### src/rtl/cal_code_gen.sv
module cal_code_gen #(
  parameter int RAW_W  = 24,
  parameter int CODE_W = 20
) (
  input  logic              clk,
  input  logic              rst_n,
  input  logic              bipolar,
  input  logic              cal_stb,
  input  logic              cal_full,
  input  logic [RAW_W-1:0]  cal_val,
  input  logic              in_valid,
  output logic              in_ready,
  input  logic [RAW_W-1:0]  in_raw,
  output logic              out_valid,
  output logic [CODE_W-1:0] out_code,
  output logic              out_err
);
  localparam int SPAN_W = RAW_W + 1;
  localparam int DV_W   = RAW_W + CODE_W + 4;
  localparam int MAG_W  = DV_W - 1;
  localparam int DS_W   = SPAN_W + 1;
  localparam int CNT_W  = $clog2(MAG_W + 1);
  localparam logic signed [DV_W:0] HALF = (DV_W+1)'(1) <<< (CODE_W - 1);
  localparam logic signed [DV_W:0] MAXC = ((DV_W+1)'(1) <<< CODE_W) - 1;

  logic signed [RAW_W-1:0]  zero_q;
  logic signed [SPAN_W-1:0] span_q;

  always_ff @(posedge clk) begin
    if (!rst_n) begin
      zero_q <= '0;
      span_q <= SPAN_W'(1) <<< CODE_W;
    end else if (cal_stb) begin
      if (cal_full) span_q <= $signed({cal_val[RAW_W-1], cal_val}) - $signed({zero_q[RAW_W-1], zero_q});
      else          zero_q <= cal_val;
    end
  end

  logic signed [SPAN_W-1:0] diff;
  logic signed [DV_W-1:0]   dext, num;
  logic [MAG_W-1:0]         mag;
  logic                     span_bad, take;

  assign take     = in_valid && in_ready;
  assign diff     = $signed({in_raw[RAW_W-1], in_raw}) - $signed({zero_q[RAW_W-1], zero_q});
  assign dext     = {{(DV_W-SPAN_W){diff[SPAN_W-1]}}, diff};
  assign num      = (bipolar ? (dext <<< CODE_W) : (dext <<< (CODE_W + 1)))
                  + {{(DV_W-SPAN_W){span_q[SPAN_W-1]}}, span_q};
  assign mag      = MAG_W'(num[DV_W-1] ? -num : num);
  assign span_bad = span_q[SPAN_W-1] || (span_q == '0);

  logic              busy, neg_q, bip_q, err_q;
  logic [CNT_W-1:0]  cnt;
  logic [DS_W-1:0]   rem_q, dvs_q;
  logic [MAG_W-1:0]  quo_q;
  logic [DS_W:0]     tmp, sub;

  assign in_ready = !busy;
  assign tmp      = {rem_q, quo_q[MAG_W-1]};
  assign sub      = tmp - {1'b0, dvs_q};

  logic signed [DV_W:0] qv, cv;
  always_comb begin
    qv = $signed({2'b00, quo_q});
    if (neg_q) qv = -(qv + (DV_W+1)'(rem_q != '0));
    cv = qv + (bip_q ? HALF : '0);
  end

  always_ff @(posedge clk) begin
    if (!rst_n) begin
      busy      <= 1'b0;
      cnt       <= '0;
      rem_q     <= '0;
      dvs_q     <= '0;
      quo_q     <= '0;
      neg_q     <= 1'b0;
      bip_q     <= 1'b0;
      err_q     <= 1'b0;
      out_valid <= 1'b0;
      out_code  <= '0;
      out_err   <= 1'b0;
    end else begin
      out_valid <= 1'b0;
      if (take) begin
        busy  <= 1'b1;
        cnt   <= CNT_W'(MAG_W);
        rem_q <= '0;
        quo_q <= mag;
        dvs_q <= {span_q, 1'b0};
        neg_q <= num[DV_W-1];
        bip_q <= bipolar;
        err_q <= span_bad;
      end else if (busy) begin
        if (cnt != '0) begin
          cnt   <= cnt - 1'b1;
          rem_q <= sub[DS_W] ? tmp[DS_W-1:0] : sub[DS_W-1:0];
          quo_q <= {quo_q[MAG_W-2:0], !sub[DS_W]};
        end else begin
          busy      <= 1'b0;
          out_valid <= 1'b1;
          out_err   <= err_q;
          if (err_q || cv < 0) out_code <= '0;
          else if (cv > MAXC)  out_code <= '1;
          else                 out_code <= cv[CODE_W-1:0];
        end
      end
    end
  end

  // one-cycle result pulse, and ready comes back with it
  a_r2_pulse: assert property (@(posedge clk) disable iff (!rst_n) out_valid |=> !out_valid);
  a_r2_ready_at_result: assert property (@(posedge clk) disable iff (!rst_n) out_valid |-> in_ready);
  a_r2_busy_after_take: assert property (@(posedge clk) disable iff (!rst_n) (in_valid && in_ready) |=> !in_ready);
  // a result only ends a busy period
  a_r3_result_from_busy: assert property (@(posedge clk) disable iff (!rst_n) $rose(out_valid) |-> $past(!in_ready));
  // a zero-point write leaves the span alone
  a_r5_span_kept: assert property (@(posedge clk) disable iff (!rst_n) (cal_stb && !cal_full) |=> $stable(span_q));
  // an error result carries code zero
  a_r10_err_zero: assert property (@(posedge clk) disable iff (!rst_n) (out_valid && out_err) |-> (out_code == '0));
endmodule

### config.mk
export PLATFORM = sky130hd
export DESIGN_NAME = cal_code_gen
export DESIGN_NICKNAME = d
export VERILOG_FILES = /design/src/rtl/cal_code_gen.sv
export SDC_FILE = /design/constraint.sdc
export NUM_CORES = 1
export LEC_CHECK = 0
export BUFFER_PORTS_ARGS = -buffer_cell sky130_fd_sc_hd__buf_2
export CELL_PAD_IN_SITES_DETAIL_PLACEMENT = 1
export CELL_PAD_IN_SITES_GLOBAL_PLACEMENT = 1
export CORE_ASPECT_RATIO = 0.7
export CORE_MARGIN = 3
export CORE_UTILIZATION = 40
export DETAILED_ROUTE_END_ITERATION = 10
export GPL_TIMING_DRIVEN = 0
export PLACE_DENSITY_LB_ADDON = 0.1
export SYNTH_ARGS = -nofsm -noshare
export SYNTH_HDL_FRONTEND = slang
export SYNTH_SLANG_ARGS = --single-unit
### constraint.sdc
create_clock -name clk -period 7.9 [get_ports clk]
set_input_delay 1.58 -clock clk [delete_from_list [all_inputs] [get_ports clk]]
set_output_delay 1.58 -clock clk [all_outputs]
set_load 0.01 [all_outputs]
; ---- After elaboration in Yosys (flattened, before gate mapping)
; Index checks and enable logic that the tools add are counted.
[word_totals]
ff_bits = 179
latchBits = 0
ramBits = 0
mem_bits_ro = 0
inputBits = 54
mem_count = 0
[classes]
add_sub_neg = 9
mul = 0
div_mod_pow = 0
n_lt_le_gt_ge = 2
eq_ne = 0
shift = 0
n_mux = 17
bitwise_logic = 5
reduce_logical = 17
[op_table]
columns = operator, count
row1 = 2-to-1 mux 47 bit, 4
row2 = 2-to-1 mux 20 bit, 3
row3 = subtractor 24 x 24 -> 25 bit, 2
row4 = adder 49 x 20 -> 49 bit, 1
row5 = "> comparator 49 x 21 -> 1 bit, second input constant", 1
row6 = "less-than comparator 49 x 1 -> 1 bit, second input constant", 1
row7 = 2-to-1 mux 49 bit, 1
row8 = negator 48 -> 49 bit, 1
row9 = adder 47 x 1 -> 48 bit, 1
row10 = adder 46 x 25 -> 47 bit, 1
row11 = negator 47 bit, 1
row12 = 2-to-1 mux 45 bit, 1
row13 = subtractor 27 x 26 -> 27 bit, 1
row14 = 2-to-1 mux 26 bit, 1
row15 = nonzero test 26 bit, 1
row16 = logical NOT 25 bit, 1
row17 = 2-to-1 mux 6 bit, 3
row18 = AND reduction 2 bit, 4
row19 = nonzero test 6 bit, 1
row20 = "subtractor 6 x 1 -> 6 bit, second input constant", 1
row21 = NOT 1 bit, 5
row22 = 2-to-1 mux 1 bit, 4
row23 = nonzero test 2 bit, 2
row24 = AND reduction 3 bit, 1
row25 = 5 further kinds, 7

; ---- Depth between registers and ports, before layout
[logic_depth]
depth_word = 8
ltp_mapped = 33

; ---- Worst setup path after synthesis
; Ideal clock, no wire load.
[synth_timing]
path_type = input to register
startpoint = input port in_raw[0]
endpoint = register quo_q[45]
setup_time_ns = 0.131
arrival_ns = 6.826
setup_slack_ns = 0.943
cell_stages = 26
n_path_buf = 0
cell_sequence = inv_1 -> ha_1 -> inv_1 -> fa_1 -> a21o_1 -> a21oi_1 -> o21ai_0 -> a21oi_1 -> o21ai_0 -> a31o_2 -> a21oi_1 -> o21bai_1 -> a21oi_1 -> xnor2_1 -> mux2_2 -> ha_1 -> a21oi_1 -> nor2b_1 -> a21oi_1 -> a211o_1 -> a31oi_1 -> or3b_2 -> nand4b_1 -> o41ai_1 -> mux2i_1 -> o21ai_0
[synth_via]
elab_chain_len = 6
[synth_rtl]
columns = item, line
row1 = "start, declared", 13  ; input logic [RAW_W-1:0] in_raw,
row2 = subtractor 24 x 24 -> 25 bit (*), 45  ; assign diff = $signed({in_raw[RAW_W-1], in_raw}) - $signed({zero_q[RAW_W-1], zero_q});
row3 = 2-to-1 mux 45 bit, 47  ; assign num = (bipolar ? (dext <<< CODE_W) : (dext <<< (CODE_W + 1)))
row4 = adder 46 x 25 -> 47 bit (*), 48  ; + {{(DV_W-SPAN_W){span_q[SPAN_W-1]}}, span_q};
row5 = negator 47 bit, 49  ; assign mag = MAG_W'(num[DV_W-1] ? -num : num);
row6 = 2-to-1 mux 47 bit (*), 49
row7 = 2-to-1 mux 47 bit (*), 84  ; if (take) begin
row8 = "end signal, assigned", 88  ; quo_q <= mag;
row9 = "end signal, assigned", 97  ; quo_q <= {quo_q[MAG_W-2:0], !sub[DS_W]};
row10 = "end, declared", 55  ; logic [MAG_W-1:0] quo_q;
; Every way passes the cells marked *; elsewhere a longest branch is shown, timed or not.
; A chain may end at the register's enable or synchronous reset.

; ---- Final worst setup path
[layout_timing]
startpoint = input port in_raw[1]
endpoint = register quo_q[2]
[layout_via]
elab_chain_len = 5
[layout_rtl]
columns = item, line
row1 = subtractor 24 x 24 -> 25 bit (*), 45
row2 = 2-to-1 mux 45 bit, 47
row3 = adder 46 x 25 -> 47 bit (*), 48
row4 = 2-to-1 mux 47 bit (*), 49
row5 = 2-to-1 mux 47 bit (*), 84
; Marked as above.

==> results <==
- After clock tree synthesis, the clock-pin slew on the worst setup and hold paths is 80 ps.
- Clock tree synthesis selected as its root buffer the cell sky130_fd_sc_hd__clkbuf_16.
- Yosys mapped the design onto between 80 and 90 distinct sky130hd cell types.
- The number of placement rows is 62.
- The die outline height is about 180 um.
- Relative to the synthesized area, the layout overhead comes to 10.34%.
- The synthesized netlist cell count is roughly 2300.
- The clock latency on the worst-skew pair is about 460 ps.
- The number of failing hold endpoints at the final stage is 0.
- In this run the worst setup path begins at in_raw[1].
- The clock skew after layout is 15.39 ps.
- OpenSTA, run right after detailed placement, puts the worst setup slack at -344.2 ps.
- The critical path data required time is 8200 ps.
- The worst register-to-register path has a setup slack of approximately 570 ps.
- The number of nets in the layout is 2611.
- The number of nets with antenna violations after routing is 0.
- The post-layout minimum cycle time is 7602 ps.
- The worst setup path is captured at a flop.
- The share of async-settable or async-resettable flops after synthesis is 0.
- The aggregate routed wire length is 60.43 mm.
- VDD sags by at most 152.8 uV.
- The initial antenna violation count is 2.
- Entering global routing, the biggest net connects 27 pins.
- The global-route usage over all layers is 0.2703.
- The mean cell area of the mapped netlist is a little over 7 um2.
- In this run, placement finished with an instance count of 2927.
- The top layer reached by signal wires is met4.
- The dominant synthesized flop cell is sky130_fd_sc_hd__dfxtp_1.
- The average routed wire per standard cell is 20.44 um.
- The die covers roughly 44000 um2.
- Of the cells placed in the final design, the portion with a size suffix greater than 1 is 0.07629.
- The utilization after layout is 0.4488.
- The HPWL after detailed placement is 48.77 mm.
- In this run, post-CTS hold repair placed 0 buffers.
- After global routing the overflow that remains totals 0.
- The classification of the worst setup path is in -> reg.
- The register bit total from synthesis is 179.
- The post-synthesis sequential area ratio is 0.2139.
- The cell area power density is 257.4 nW/um2.
- The synthesized net count is 2520.
- Summing all multi-input logic gate instances after layout gives ~12000 um2.
- In the routed design, unresolved DRC markers number 0.
- The number of warnings issued by yosys is 0.
- The global-route wire length before repair is 96.20 mm.
- The via count is 17227.
- In this run the critical register-to-register path is launched from neg_q$_SDFFE_PN0P_.
- The capturing instance or port of the critical path is quo_q[2]$_SDFFE_PN0P_.
- The number of cells traversed by the worst register-to-register path is 25.
- For this block, wires on met1 add up to 31.34 mm.
- For this run, the detailed router's first-pass iteration total came to 5.
- The tool flagged a number of max-cap violations equal to 0.
- The number of top-level pins is 77.
- The number of global-route vias before repair came to 17290.
- The final worst slack is 297.9 ps.
- Yosys mapped a number of flops with a built-in enable equal to 0.
- The most frequent standard cell in the layout excluding fill and tap cells is sky130_fd_sc_hd__nand2_1.
- The class of the tightest hold or removal check is reg -> reg.
- The final weighted congestion in routability-driven placement is roughly 0.9.
- Summed over all failing endpoints, the final setup total negative slack is 0 ps.
- Measured along the x axis, the die boundary spans about 250 um.
- After detailed routing, the met2 layer carries 25.89 mm of wire.
- The tree built by TritonCTS fans out to between 150 and 200 sinks.
- The worst pin sits at a relative slew slack of 0.1973.
- The number of buffers inserted during clock tree synthesis is 17.
- The detailed-route vias per instance is 5.826.
- For this block, the initial DRC count from the detailed router was 1008.
- The worst register-to-register path ends at out_code[13]$_SDFFE_PN0P_.
- The flow ran to the end, and the final reports show no timing, DRC or antenna violations.
- For this run, the number of standard cells in the final layout without fillers is 2957.
- For the pin with the worst max-slew slack, the measured transition is 1202 ps.
- The mapped cell area is 16750 um2.
- Setup repair after global routing could not meet its margin everywhere.
- The floorplan core area is 41190 um2.
- TritonCTS built the clock tree.
- Across the whole layout, storage elements account for 3583 um2.
- The category of the worst setup path launch point is an input port.
- The data arrival time of the critical path is 7900 ps.
- The ratio of final minimum period to clock period is 0.9623.
- Setup violations remaining at the end of the flow were counted as 0.
- The leakage power of the design is ~7.4 nW.
- The routed length on met3 is around 2.4 mm.
- After filler insertion, the fill cell instance count of the layout stands at about 5200.
- The largest fanout on the critical path is 10.
- The library cells used most frequently in the layout, excluding fill and tap cells, are 304 x sky130_fd_sc_hd__nand2_1, 268 x sky130_fd_sc_hd__a21oi_1, 179 x sky130_fd_sc_hd__dfxtp_1, 165 x sky130_fd_sc_hd__o21ai_0, 161 x sky130_fd_sc_hd__inv_1.
- The total number of H-tree levels is 4.
- In this run the tool buffered the top-level ports with 75 buffer cells.
- The final design instance area without fill is 18490 um2.
- The total placed instance area is 17810 um2.
- The longest clock path from root to sink contains 2 buffers.
- The top achievable clock speed is between 0.1 and 0.15 GHz.
- For this configuration, the core starts out at a cell density of 0.4067.
- The max-slew violation total from the final report is 0.
[metal layers]
metal / vias to the layer above / track usage
met5: - / 0
met4: 0 / 0.04881
met3: 48 / 0.03525
met2: 315 / 0.4242
met1: 8428 / 0.3980
li1: 8436 / -
[worst min-delay path by stage]
stage	start	endpoint	slack, ps	depth (start not counted)
finish	zero_q[17]$_SDFFE_PN0P_	zero_q[17]$_SDFFE_PN0P_	460	2
global route	zero_q[22]$_SDFFE_PN0P_	zero_q[22]$_SDFFE_PN0P_	480	2
CTS	zero_q[20]$_SDFFE_PN0P_	zero_q[20]$_SDFFE_PN0P_	460	2
detailed placement	zero_q[20]$_SDFFE_PN0P_	zero_q[20]$_SDFFE_PN0P_	450	2
global placement	zero_q[21]$_SDFFE_PN0P_	zero_q[21]$_SDFFE_PN0P_	440	2
floorplan	dvs_q[10]$_SDFFE_PN0P_	dvs_q[10]$_SDFFE_PN0P_	440	2
[repair_timing]
| item | 4_1_cts | 5_1_grt |
|---|---|---|
| setup endpoints to repair | 20 | 66 |
| pin swaps | 0 | 2 |
| gates resized for setup | 1 | 23 |
| cloned | 0 | 0 |
| buffers inserted | 0 | 0 |
[sequential cells by signal, indices dropped and copies added (netlist names)]
signal and count:
busy 1, out_valid 1, span_q 25, bip_q 1
rem_q 26, quo_q 47, out_err 1, dvs_q 25
zero_q 24, out_code 20, neg_q 1, err_q 1
cnt 6
[through the flow]
step | hold WS [ps] | power (mW)
final | 459.3 | 4.757
after global routing | 483.0 | 5.125
after CTS | 459.9 | 4.728
after detailed placement | 449.4 | 3.791
after global placement | 441.0 | 3.717
after floorplan | 436.3 | 3.108
[Yosys cell counts, types with 12 or more instances]
library cell / n / area [um2]
sky130_fd_sc_hd__a211oi_1: 25 / 187.7
sky130_fd_sc_hd__a21boi_0: 13 / 97.59
sky130_fd_sc_hd__a21o_1: 47 / 352.8
sky130_fd_sc_hd__a21oi_1: 270 / 1351
sky130_fd_sc_hd__a22oi_1: 27 / 202.7
sky130_fd_sc_hd__a31oi_1: 18 / 112.6
sky130_fd_sc_hd__and2_1: 19 / 118.9
sky130_fd_sc_hd__and3_1: 21 / 131.4
sky130_fd_sc_hd__clkbuf_1: 91 / 341.6
sky130_fd_sc_hd__dfxtp_1: 179 / 3583
sky130_fd_sc_hd__ha_1: 154 / 1927
sky130_fd_sc_hd__inv_1: 161 / 604.3
sky130_fd_sc_hd__mux2_2: 22 / 247.7
sky130_fd_sc_hd__mux2i_1: 49 / 490.5
sky130_fd_sc_hd__nand2_1: 304 / 1141
sky130_fd_sc_hd__nand2b_1: 36 / 225.2
sky130_fd_sc_hd__nand3_1: 63 / 315.3
sky130_fd_sc_hd__nand4_1: 23 / 143.9
sky130_fd_sc_hd__nor2_1: 140 / 525.5
sky130_fd_sc_hd__nor2b_1: 22 / 137.6
sky130_fd_sc_hd__nor3_1: 52 / 260.3
sky130_fd_sc_hd__nor4_1: 12 / 75.07
sky130_fd_sc_hd__o211ai_1: 34 / 255.2
sky130_fd_sc_hd__o21a_1: 21 / 157.7
sky130_fd_sc_hd__o21ai_0: 165 / 825.8
sky130_fd_sc_hd__o31ai_1: 15 / 112.6
sky130_fd_sc_hd__or2_2: 12 / 75.07
sky130_fd_sc_hd__or3_1: 18 / 112.6
sky130_fd_sc_hd__xnor2_1: 93 / 814.5
sky130_fd_sc_hd__xor2_1: 46 / 402.9
[power by group]
part | internal [mW] | leakage (nW) | total [mW] | switching, mW
combinational | 1.07 | 5.66 | 2.74 | 1.66
clock | 0.457 | 0.296 | 0.916 | 0.460
sequential | 0.988 | 1.46 | 1.10 | 0.117
total | 2.52 | 7.42 | 4.76 | 2.24
[cells by family after synthesis]
| family | after synthesis | synth area share |
|---|---|---|
| simple gates | 764 | 0.2161 |
| compound gates | 732 | 0.2729 |
| buf+inv | 265 | 0.06064 |
| flops | 179 | 0.2139 |
| fa+ha+maj | 158 | 0.1198 |
| xor+xnor | 139 | 0.07267 |
| mux | 71 | 0.04406 |
[critical path, cell delays in order]
cell and delay, ps:
sky130_fd_sc_hd__buf_2 120, sky130_fd_sc_hd__ha_1 290, sky130_fd_sc_hd__nor2b_1 120, sky130_fd_sc_hd__o21ai_0 200
sky130_fd_sc_hd__a21oi_1 110, sky130_fd_sc_hd__o21ai_0 230, sky130_fd_sc_hd__a21oi_1 140, sky130_fd_sc_hd__o21ai_0 280
sky130_fd_sc_hd__a21oi_1 150, sky130_fd_sc_hd__o21ai_0 420, sky130_fd_sc_hd__a211oi_1 220, sky130_fd_sc_hd__o31ai_2 470
sky130_fd_sc_hd__o21bai_1 110, sky130_fd_sc_hd__a211oi_1 290, sky130_fd_sc_hd__nor2_1 80, sky130_fd_sc_hd__mux2_2 280
sky130_fd_sc_hd__ha_1 450, sky130_fd_sc_hd__and3_1 310, sky130_fd_sc_hd__nand3_1 130, sky130_fd_sc_hd__nor2_1 120
sky130_fd_sc_hd__o31a_1 170, sky130_fd_sc_hd__o21ai_0 130, sky130_fd_sc_hd__a22oi_2 390, sky130_fd_sc_hd__clkbuf_1 540
sky130_fd_sc_hd__nor2_1 110, sky130_fd_sc_hd__xnor2_1 270, sky130_fd_sc_hd__a21oi_1 140
[area by class of cell]
class,instances,area share
Antenna cell,1,0.0001354
Buffer,101,0.02213
Clock buffer,17,0.02301
Clock inverter,15,0.01002
Inverter,161,0.03269
Multi-Input combinational cell,1864,0.6610
Sequential cell,179,0.1939
Tap cell,544,0.03682
Timing Repair Buffer,75,0.02031
Power figures use the tool's default switching activity.
